### src/rtl/fan_pwm_pkg.sv
package fan_pwm_pkg;
  typedef logic [2:0] lvl_t;
  localparam lvl_t LVL_MAX = 3'd4;

  localparam logic [3:0] A_CTRL   = 4'd0;
  localparam logic [3:0] A_WIDTH  = 4'd1;
  localparam logic [3:0] A_PERIOD = 4'd2;
  // rise thresholds at 8..11, fall thresholds at 12..15; bit 2 picks the set
  localparam logic [1:0] A_THR_HI = 2'b10;
endpackage

### src/rtl/fan_level_fsm.sv
module fan_level_fsm
  import fan_pwm_pkg::*;
#(
  parameter int DW = 16
) (
  input  logic                 clk_i,
  input  logic                 rst_ni,
  input  logic                 clr_i,
  input  logic                 eval_i,
  input  logic [DW-1:0]        temp_i,
  input  logic [3:0][DW-1:0]   rise_i,
  input  logic [3:0][DW-1:0]   fall_i,
  output lvl_t                 lvl_d_o,
  output logic                 move_o,
  output logic                 up_o
);
  lvl_t lvl_q, lvl_d;
  logic up_q;
  logic [1:0] dn_idx;

  assign dn_idx = 2'(lvl_q - 3'd1);

  always_comb begin
    lvl_d = lvl_q;
    if (eval_i) begin
      if (lvl_q != LVL_MAX && temp_i > rise_i[lvl_q[1:0]])
        lvl_d = lvl_q + 3'd1;
      else if (lvl_q != 3'd0 && temp_i < fall_i[dn_idx])
        lvl_d = lvl_q - 3'd1;
    end
  end

  always_ff @(posedge clk_i or negedge rst_ni) begin
    if (!rst_ni) begin
      lvl_q <= LVL_MAX;
      up_q  <= 1'b0;
    end else if (clr_i) begin
      lvl_q <= LVL_MAX;
      up_q  <= 1'b0;
    end else begin
      lvl_q <= lvl_d;
      up_q  <= lvl_d > lvl_q;
    end
  end

  assign lvl_d_o = lvl_d;
  assign move_o  = lvl_d != lvl_q;
  assign up_o    = up_q;

  p_one_step_r4: assert property (@(posedge clk_i) disable iff (!rst_ni)
    !$past(clr_i) |-> (lvl_q == $past(lvl_q)) || (lvl_q == $past(lvl_q) + 3'd1)
                      || ($past(lvl_q) == lvl_q + 3'd1));

  p_up_on_rise_r6: assert property (@(posedge clk_i) disable iff (!rst_ni)
    up_o |-> lvl_q == $past(lvl_q) + 3'd1);
endmodule

### src/rtl/fan_pwm_gen.sv
module fan_pwm_gen #(
  parameter int DW     = 16,
  parameter int PERIOD = 1000
) (
  input  logic          clk_i,
  input  logic          rst_ni,
  input  logic          clr_i,
  input  logic [DW-1:0] width_i,
  output logic          pwm_o
);
  localparam int CW = (PERIOD > 1) ? $clog2(PERIOD) : 1;
  localparam logic [CW-1:0] CNT_LAST = CW'(PERIOD - 1);

  logic [CW-1:0] cnt_q;

  always_ff @(posedge clk_i or negedge rst_ni) begin
    if (!rst_ni)                cnt_q <= '0;
    else if (clr_i)             cnt_q <= '0;
    else if (cnt_q == CNT_LAST) cnt_q <= '0;
    else                        cnt_q <= cnt_q + 1'b1;
  end

  assign pwm_o = !clr_i && (DW'(cnt_q) < width_i);

  p_wrap_r1: assert property (@(posedge clk_i) disable iff (!rst_ni)
    ($past(cnt_q) == CNT_LAST) |-> cnt_q == '0);
endmodule

### src/rtl/fan_settle_timer.sv
module fan_settle_timer #(
  parameter int CYC = 250_000_000  // must be >= 2
) (
  input  logic clk_i,
  input  logic rst_ni,
  input  logic clr_i,
  input  logic start_i,
  output logic done_o
);
  localparam int TW = $clog2(CYC + 1);

  logic [TW-1:0] tmr_q;
  logic          done_q;

  always_ff @(posedge clk_i or negedge rst_ni) begin
    if (!rst_ni) begin
      tmr_q  <= '0;
      done_q <= 1'b0;
    end else if (clr_i) begin
      tmr_q  <= '0;
      done_q <= 1'b0;
    end else if (start_i) begin
      tmr_q  <= TW'(CYC);
      done_q <= 1'b0;
    end else if (tmr_q != '0) begin
      tmr_q  <= tmr_q - 1'b1;
      done_q <= tmr_q == TW'(1);
    end else begin
      done_q <= 1'b0;
    end
  end

  assign done_o = done_q;

  p_single_pulse_r7: assert property (@(posedge clk_i) disable iff (!rst_ni)
    done_o |=> !done_o);

  p_quiet_before_r7: assert property (@(posedge clk_i) disable iff (!rst_ni)
    done_o |-> !$past(start_i));
endmodule

### src/rtl/fan_pwm_ctrl.sv
module fan_pwm_ctrl
  import fan_pwm_pkg::*;
#(
  parameter int DW        = 16,
  parameter int PERIOD    = 1000,
  parameter int CLK_HZ    = 50_000_000,
  parameter int SETTLE_MS = 5000
) (
  input  logic          clk_i,
  input  logic          rst_ni,
  input  logic          reg_we_i,
  input  logic [3:0]    reg_addr_i,
  input  logic [DW-1:0] reg_wdata_i,
  output logic [DW-1:0] reg_rdata_o,
  input  logic [DW-1:0] temp_i,
  input  logic          temp_valid_i,
  output logic          pwm_o,
  output logic          temp_up_o,
  output logic          pwm_changed_o
);
  localparam int SETTLE = CLK_HZ / 1000 * SETTLE_MS;
  localparam logic [DW-1:0] PERIOD_W = DW'(PERIOD);

  logic                run_q;
  logic [DW-1:0]       width_q;
  logic [3:0][DW-1:0]  rise_q, fall_q;
  lvl_t                lvl_d;
  logic                move, sw_wr, clr;

  function automatic logic [DW-1:0] lvl_width(lvl_t k);
    return DW'((PERIOD * int'(k)) / 4);
  endfunction

  assign clr   = !run_q;
  assign sw_wr = reg_we_i && reg_addr_i == A_WIDTH;

  always_ff @(posedge clk_i or negedge rst_ni) begin
    if (!rst_ni) begin
      run_q  <= 1'b0;
      rise_q <= '1;
      fall_q <= '0;
    end else if (reg_we_i) begin
      if (reg_addr_i == A_CTRL) run_q <= reg_wdata_i[0];
      if (reg_addr_i[3:2] == A_THR_HI) rise_q[reg_addr_i[1:0]] <= reg_wdata_i;
      if (reg_addr_i[3:2] == 2'b11)    fall_q[reg_addr_i[1:0]] <= reg_wdata_i;
    end
  end

  always_ff @(posedge clk_i or negedge rst_ni) begin
    if (!rst_ni)    width_q <= PERIOD_W;
    else if (clr)   width_q <= PERIOD_W;
    else if (sw_wr) width_q <= reg_wdata_i;
    else if (move)  width_q <= lvl_width(lvl_d);
  end

  always_comb begin
    reg_rdata_o = '0;
    case (reg_addr_i[3:2])
      2'b00: begin
        if (reg_addr_i == A_CTRL)   reg_rdata_o = DW'(run_q);
        if (reg_addr_i == A_WIDTH)  reg_rdata_o = width_q;
        if (reg_addr_i == A_PERIOD) reg_rdata_o = PERIOD_W;
      end
      2'b10:   reg_rdata_o = rise_q[reg_addr_i[1:0]];
      2'b11:   reg_rdata_o = fall_q[reg_addr_i[1:0]];
      default: reg_rdata_o = '0;
    endcase
  end

  fan_level_fsm #(.DW(DW)) u_lvl (
    .clk_i   (clk_i),
    .rst_ni  (rst_ni),
    .clr_i   (clr),
    .eval_i  (run_q && temp_valid_i),
    .temp_i  (temp_i),
    .rise_i  (rise_q),
    .fall_i  (fall_q),
    .lvl_d_o (lvl_d),
    .move_o  (move),
    .up_o    (temp_up_o)
  );

  fan_pwm_gen #(.DW(DW), .PERIOD(PERIOD)) u_pwm (
    .clk_i   (clk_i),
    .rst_ni  (rst_ni),
    .clr_i   (clr),
    .width_i (width_q),
    .pwm_o   (pwm_o)
  );

  fan_settle_timer #(.CYC(SETTLE)) u_settle (
    .clk_i   (clk_i),
    .rst_ni  (rst_ni),
    .clr_i   (clr),
    .start_i (sw_wr || move),
    .done_o  (pwm_changed_o)
  );

  p_hold_full_r2: assert property (@(posedge clk_i) disable iff (!rst_ni)
    $past(!run_q) |-> (width_q == PERIOD_W) && !temp_up_o && !pwm_changed_o);

  p_period_nonzero_r1: assert property (@(posedge clk_i) disable iff (!rst_ni)
    (reg_addr_i == A_PERIOD) |-> reg_rdata_o != '0);

  p_sw_wins_r8: assert property (@(posedge clk_i) disable iff (!rst_ni)
    $past(run_q && sw_wr) |-> width_q == $past(reg_wdata_i));
endmodule

### config.mk
export PLATFORM = sky130hd
export DESIGN_NAME = fan_pwm_ctrl
export DESIGN_NICKNAME = d
export VERILOG_FILES = /design/src/rtl/fan_pwm_pkg.sv /design/src/rtl/fan_level_fsm.sv /design/src/rtl/fan_pwm_gen.sv /design/src/rtl/fan_settle_timer.sv /design/src/rtl/fan_pwm_ctrl.sv
export SDC_FILE = /design/constraint.sdc
export NUM_CORES = 1
export LEC_CHECK = 0
export BUFFER_PORTS_ARGS = -buffer_cell sky130_fd_sc_hd__clkbuf_2
export CAP_MARGIN = 40
export CELL_PAD_IN_SITES_DETAIL_PLACEMENT = 0
export CELL_PAD_IN_SITES_GLOBAL_PLACEMENT = 2
export CORE_MARGIN = 8
export CORE_UTILIZATION = 47
export CTS_BUF_LIST = sky130_fd_sc_hd__clkbuf_4
export CTS_CLUSTER_SIZE = 40
export DETAILED_ROUTE_END_ITERATION = 16
export HOLD_SLACK_MARGIN = 0.02
export PLACE_DENSITY = 0.89
export SKIP_CTS_REPAIR_TIMING = 1
export SLEW_MARGIN = 5
export SYNTH_ARGS = -nofsm -noshare
export SYNTH_HDL_FRONTEND = slang
export SYNTH_HIERARCHICAL = 1
export SYNTH_SLANG_ARGS = --single-unit
### constraint.sdc
create_clock -name clk_i -period 9.4 [get_ports clk_i]
set_clock_uncertainty 0.2 [all_clocks]
set_input_delay 0.94 -clock clk_i [delete_from_list [all_inputs] [get_ports clk_i]]
set_output_delay 0.94 -clock clk_i [all_outputs]
set_load 0.03 [all_outputs]
==> out/summary.log <==
qor: outcome.outcome complete, no violations
qor: synthesis.synth_cell_type_count 68
qor: clock_tree.clk_tree_root_cell sky130_fd_sc_hd__clkbuf_4
qor: synthesis.synthesis.area 0.0115 mm2
qor: sta.shortest_period_the_worst_path_allows 6.89 ns
qor: sta.worstMarginPinSlew 0.842 ns
qor: cells_and_area.drive_above_1_share 0.387
qor: placement.port-buffer-count 58
qor: clock_tree.clock_sinks 188
qor: die.fp.dieArea 0.0297 mm2
qor: die.fp.dieW 172 um
qor: critical_path.kind_of_critical_path flip-flop to flip-flop
qor: synthesis.synthesis.area_per_instance 11.8 um2
qor: pwr.power-per-cell-area 287 mW/mm2
qor: sta.finalMaxSlewViolations 0
qor: pwr.power.total 0.00357 W
qor: clock_tree.cts.htree.levels 4
qor: sta.rsz0062_at_grt false
qor: critical_path.timing.critical_path.cells inv_1 > ha_1 > buf_16 > mux4_2 > inv_1 > ha_1 > a21o_1 > a21oi_1 > o311ai_1 > a211o_1 > mux2_2 > xnor2_1 > ha_1 > nand3_1 > buf_4 > nand2b_1 > nor4b_1 > nand4_1 > nor2_1 > buf_4 > nor2_1 > a21boi_0
qor: critical_path.cp.buffers_inverters 5
qor: synthesis.syn_inst 974
qor: sta.setup-violations-final 0
qor: synthesis.synth-main-ff-cell sky130_fd_sc_hd__dfrtp_1
qor: critical_path.ff2ff_setup_slack 2.51 ns
qor: cells_and_area.layout.cell_area.non_filler 0.0125 mm2
qor: routing.final_antenna_net_count 0
qor: routing.dr.first_iter.drc_count 539
qor: synthesis.synth_warnings 6
qor: synthesis.synth_largest_type_area_fraction 0.255
qor: clock_tree.tritoncts.num_buffers 17
qor: critical_path.critical_path_arrival 7.15 ns
qor: clock_tree.insertion_delay_to_the_later_sink_of_the_worst_skew_pair 0.58 ns
qor: die.io_pins 59
qor: critical_path.critical-path-max-stage-delay 0.70 ns
qor: die.placementRows 57
qor: pwr.leakage 5.19 nW
qor: cells_and_area.num-nets-final 1120
qor: placement.dp.final_hpwl 21100 um
qor: die.floorplan.core_area 0.0242 mm2
qor: synthesis.synth_seq_area_share 0.417
qor: grt.grt_antenna_before_repair 1
qor: pwr.irDropWorstVdd 0.211 mV
qor: routing.met3_wirelength 1340 um
qor: grt.grt_start_max_net_pins 66
qor: grt.first_global_vias 8328
qor: synthesis.synth_edf_count 0
qor: routing.drt_pre_antenna_iters 7
qor: routing.dr_total_vias 8145
qor: cells_and_area.finalNonFillerCells 1356
qor: sta.timing_hold_violations_final 0
qor: synthesis.synth_seq_cells 188
qor: clock_tree.cts_tree done
qor: placement.dp_cells 1323
qor: clock_tree.cts-root-to-sink-buffers 2
qor: grt.all_layer_gr_usage 0.211
qor: synthesis.synth_fp_nets 1076
qor: critical_path.timing.critical_path.required 9.66 ns
qor: critical_path.timing.critical_path.max_delay_family simple AND/OR/NAND/NOR gates
qor: placement.routabilityCongestion 0.827
qor: routing.routed_wire_length_per_instance 22.0 um
qor: critical_path.crit_path_max_fanout 24
qor: routing.wirelength 29900 um
qor: die.floorplan.initialDensity 0.475
qor: routing.wl_met1 13400 um
qor: routing.top_signal_layer_used met4
qor: routing.drc 0
qor: sta.fmaxAchievable 0.145 GHz
qor: sta.worst_max_slew_margin_expressed_relative_to_the_limit 0.437
qor: sta.finalCritPeriodShare 0.733
qor: flow_run.drv.max_cap_violation_count 0
qor: grt.grt_remaining_overflow 0
qor: die.die_height 172 um
qor: grt.grt_pass1_wl 47800 um
qor: placement.postPlaceCellArea 0.0122 mm2
qor: cells_and_area.flow.area_growth_from_synthesis 8.53%
qor: sta.timing.setup.tns 0 ns
qor: synthesis.synthTopCellsByArea sky130_fd_sc_hd__dfrtp_1, sky130_fd_sc_hd__dfstp_2, sky130_fd_sc_hd__mux2_2
qor: synthesis.synth_top_area_cell sky130_fd_sc_hd__dfrtp_1
qor: routing.vias_per_cell 6.01
qor: critical_path.timing.critical_path.mode_cell sky130_fd_sc_hd__ha_1
qor: critical_path.critical_path.startpoint_type flip-flop
qor: critical_path.critical-path-slowest-cell sky130_fd_sc_hd__dfrtp_2
qor: synthesis.synth-async-reset-ratio 1.00
qor: routing.met2_wirelength 14400 um
qor: min_path.hp_class input pin to asynchronous set/reset pin
qor: clock_tree.clkSlewWorstSetupHoldPaths 0.17 ns
qor: critical_path.worst_setup_path_end_kind flip-flop
-- final timing paths --
kind                                          start                        endpoint  cells after the start
setup / recovery           u_lvl/lvl_q[0]$_DFF_PN0_  u_settle/tmr_q[18]$_DFFE_PN0P_                     22
hold / removal                               rst_ni          fall_q[43]$_DFFE_PN0P_                      1
setup reg to reg           u_lvl/lvl_q[0]$_DFF_PN0_  u_settle/tmr_q[18]$_DFFE_PN0P_                     22
hold reg to reg            u_pwm/cnt_q[0]$_DFF_PN0_        u_pwm/cnt_q[0]$_DFF_PN0_                      1
max in group asynchronous                    rst_ni        u_lvl/lvl_q[2]$_DFF_PN1_                      3
min in group clk_i         u_pwm/cnt_q[0]$_DFF_PN0_        u_pwm/cnt_q[0]$_DFF_PN0_                      1
-- layout make-up --
cell class              count  area [um2]
diodes                      1        2.50
clock buffers              18         135
clock inverters            14         148
fillers                  2173       11700
inverters                  64         240
multi-input cells         668        6210
flip-flops and latches    188        4790
well taps                 324         405
repair buffers             79         537
-- layout by cell type, fill, tap and decap left out, types with 17 or more instances in the layout --
master	instances
sky130_fd_sc_hd__a21oi_1	55
sky130_fd_sc_hd__buf_4	17
sky130_fd_sc_hd__clkbuf_2	57
sky130_fd_sc_hd__clkbuf_4	18
sky130_fd_sc_hd__dfrtp_1	116
sky130_fd_sc_hd__dfstp_2	71
sky130_fd_sc_hd__ha_1	58
sky130_fd_sc_hd__inv_1	64
sky130_fd_sc_hd__mux2_2	129
sky130_fd_sc_hd__mux4_2	63
sky130_fd_sc_hd__nand2_1	25
sky130_fd_sc_hd__nand3_1	32
sky130_fd_sc_hd__nor2_1	44
sky130_fd_sc_hd__o21ai_0	41
-- logic make-up after synthesis --
kind of cell,count (synthesis),share of synthesized area
compound gates,155,0.0830
simple gates,224,0.109
xor+xnor,24,0.0183
mux,203,0.260
buf+inv,118,0.0426
flops,188,0.417
fa+ha+maj,62,0.0701
-- flip-flops by register name, summed over array words and instances, names as in the netlist, 3 cells and up --
| name | flops |
|---|---|
| fall_q | 64 |
| rise_q | 64 |
| u_settle/tmr_q | 28 |
| width_q | 16 |
| u_pwm/cnt_q | 10 |
| u_lvl/lvl_q | 3 |
-- cell usage after synthesis, types with 10 or more instances --
master,n
sky130_fd_sc_hd__clkbuf_1,22
sky130_fd_sc_hd__dfstp_2,71
sky130_fd_sc_hd__a21oi_1,55
sky130_fd_sc_hd__mux2_2,129
sky130_fd_sc_hd__nand3b_1,12
sky130_fd_sc_hd__nor3_1,16
sky130_fd_sc_hd__inv_1,64
sky130_fd_sc_hd__mux2i_1,10
sky130_fd_sc_hd__or3_1,16
sky130_fd_sc_hd__nand3_1,32
sky130_fd_sc_hd__dfrtp_1,117
sky130_fd_sc_hd__mux4_2,63
sky130_fd_sc_hd__nor4_1,13
sky130_fd_sc_hd__buf_2,24
sky130_fd_sc_hd__o21ai_0,41
sky130_fd_sc_hd__xnor2_1,16
sky130_fd_sc_hd__ha_1,58
sky130_fd_sc_hd__nor2_1,44
sky130_fd_sc_hd__nand2_1,25
sky130_fd_sc_hd__nor3b_1,11
-- metrics by stage --
| step | utilization | setup slack, ns | hold slack (ns) |
|---|---|---|---|
| after floorplan | - | 3.02 | 0.256 |
| after global placement | 0.499 | 1.93 | 0.291 |
| after detailed placement | 0.504 | 2.42 | 0.295 |
| after CTS | 0.516 | 2.45 | 0.0432 |
| after global routing | 0.516 | 1.93 | 0.0312 |
| final | 0.516 | 2.51 | 0.0717 |
-- power by group --
group / switching [W] / internal [W] / total (W)
Sequential: 0.000184 / 0.00107 / 0.00125
Combinational: 0.00101 / 0.000876 / 0.00188
Clock: 0.000317 / 0.000123 / 0.000440
Total: 0.00151 / 0.00207 / 0.00357
-- layer usage --
| metal | GRT usage | vias up |
|---|---|---|
| met4 | 0.0645 | 0 |
| met1 | 0.288 | 4192 |
| li1 | - | 3718 |
| met5 | 0 | - |
| met2 | 0.342 | 192 |
| met3 | 0.0315 | 43 |
-- worst reg2reg max path: stages (launching register included) --
cell and delay [ns]:
sky130_fd_sc_hd__dfrtp_2 0.70, sky130_fd_sc_hd__inv_1 0.19, sky130_fd_sc_hd__ha_1 0.56, sky130_fd_sc_hd__buf_16 0.21, sky130_fd_sc_hd__mux4_2 0.31, sky130_fd_sc_hd__inv_1 0.08, sky130_fd_sc_hd__ha_1 0.24, sky130_fd_sc_hd__a21o_1 0.18
sky130_fd_sc_hd__a21oi_1 0.28, sky130_fd_sc_hd__o311ai_1 0.25, sky130_fd_sc_hd__a211o_1 0.34, sky130_fd_sc_hd__mux2_2 0.29, sky130_fd_sc_hd__xnor2_1 0.40, sky130_fd_sc_hd__ha_1 0.24, sky130_fd_sc_hd__nand3_1 0.08, sky130_fd_sc_hd__buf_4 0.23
sky130_fd_sc_hd__nand2b_1 0.31, sky130_fd_sc_hd__nor4b_1 0.41, sky130_fd_sc_hd__nand4_1 0.29, sky130_fd_sc_hd__nor2_1 0.45, sky130_fd_sc_hd__buf_4 0.27, sky130_fd_sc_hd__nor2_1 0.14, sky130_fd_sc_hd__a21boi_0 0.17
Power figures use the tool's default switching activity.
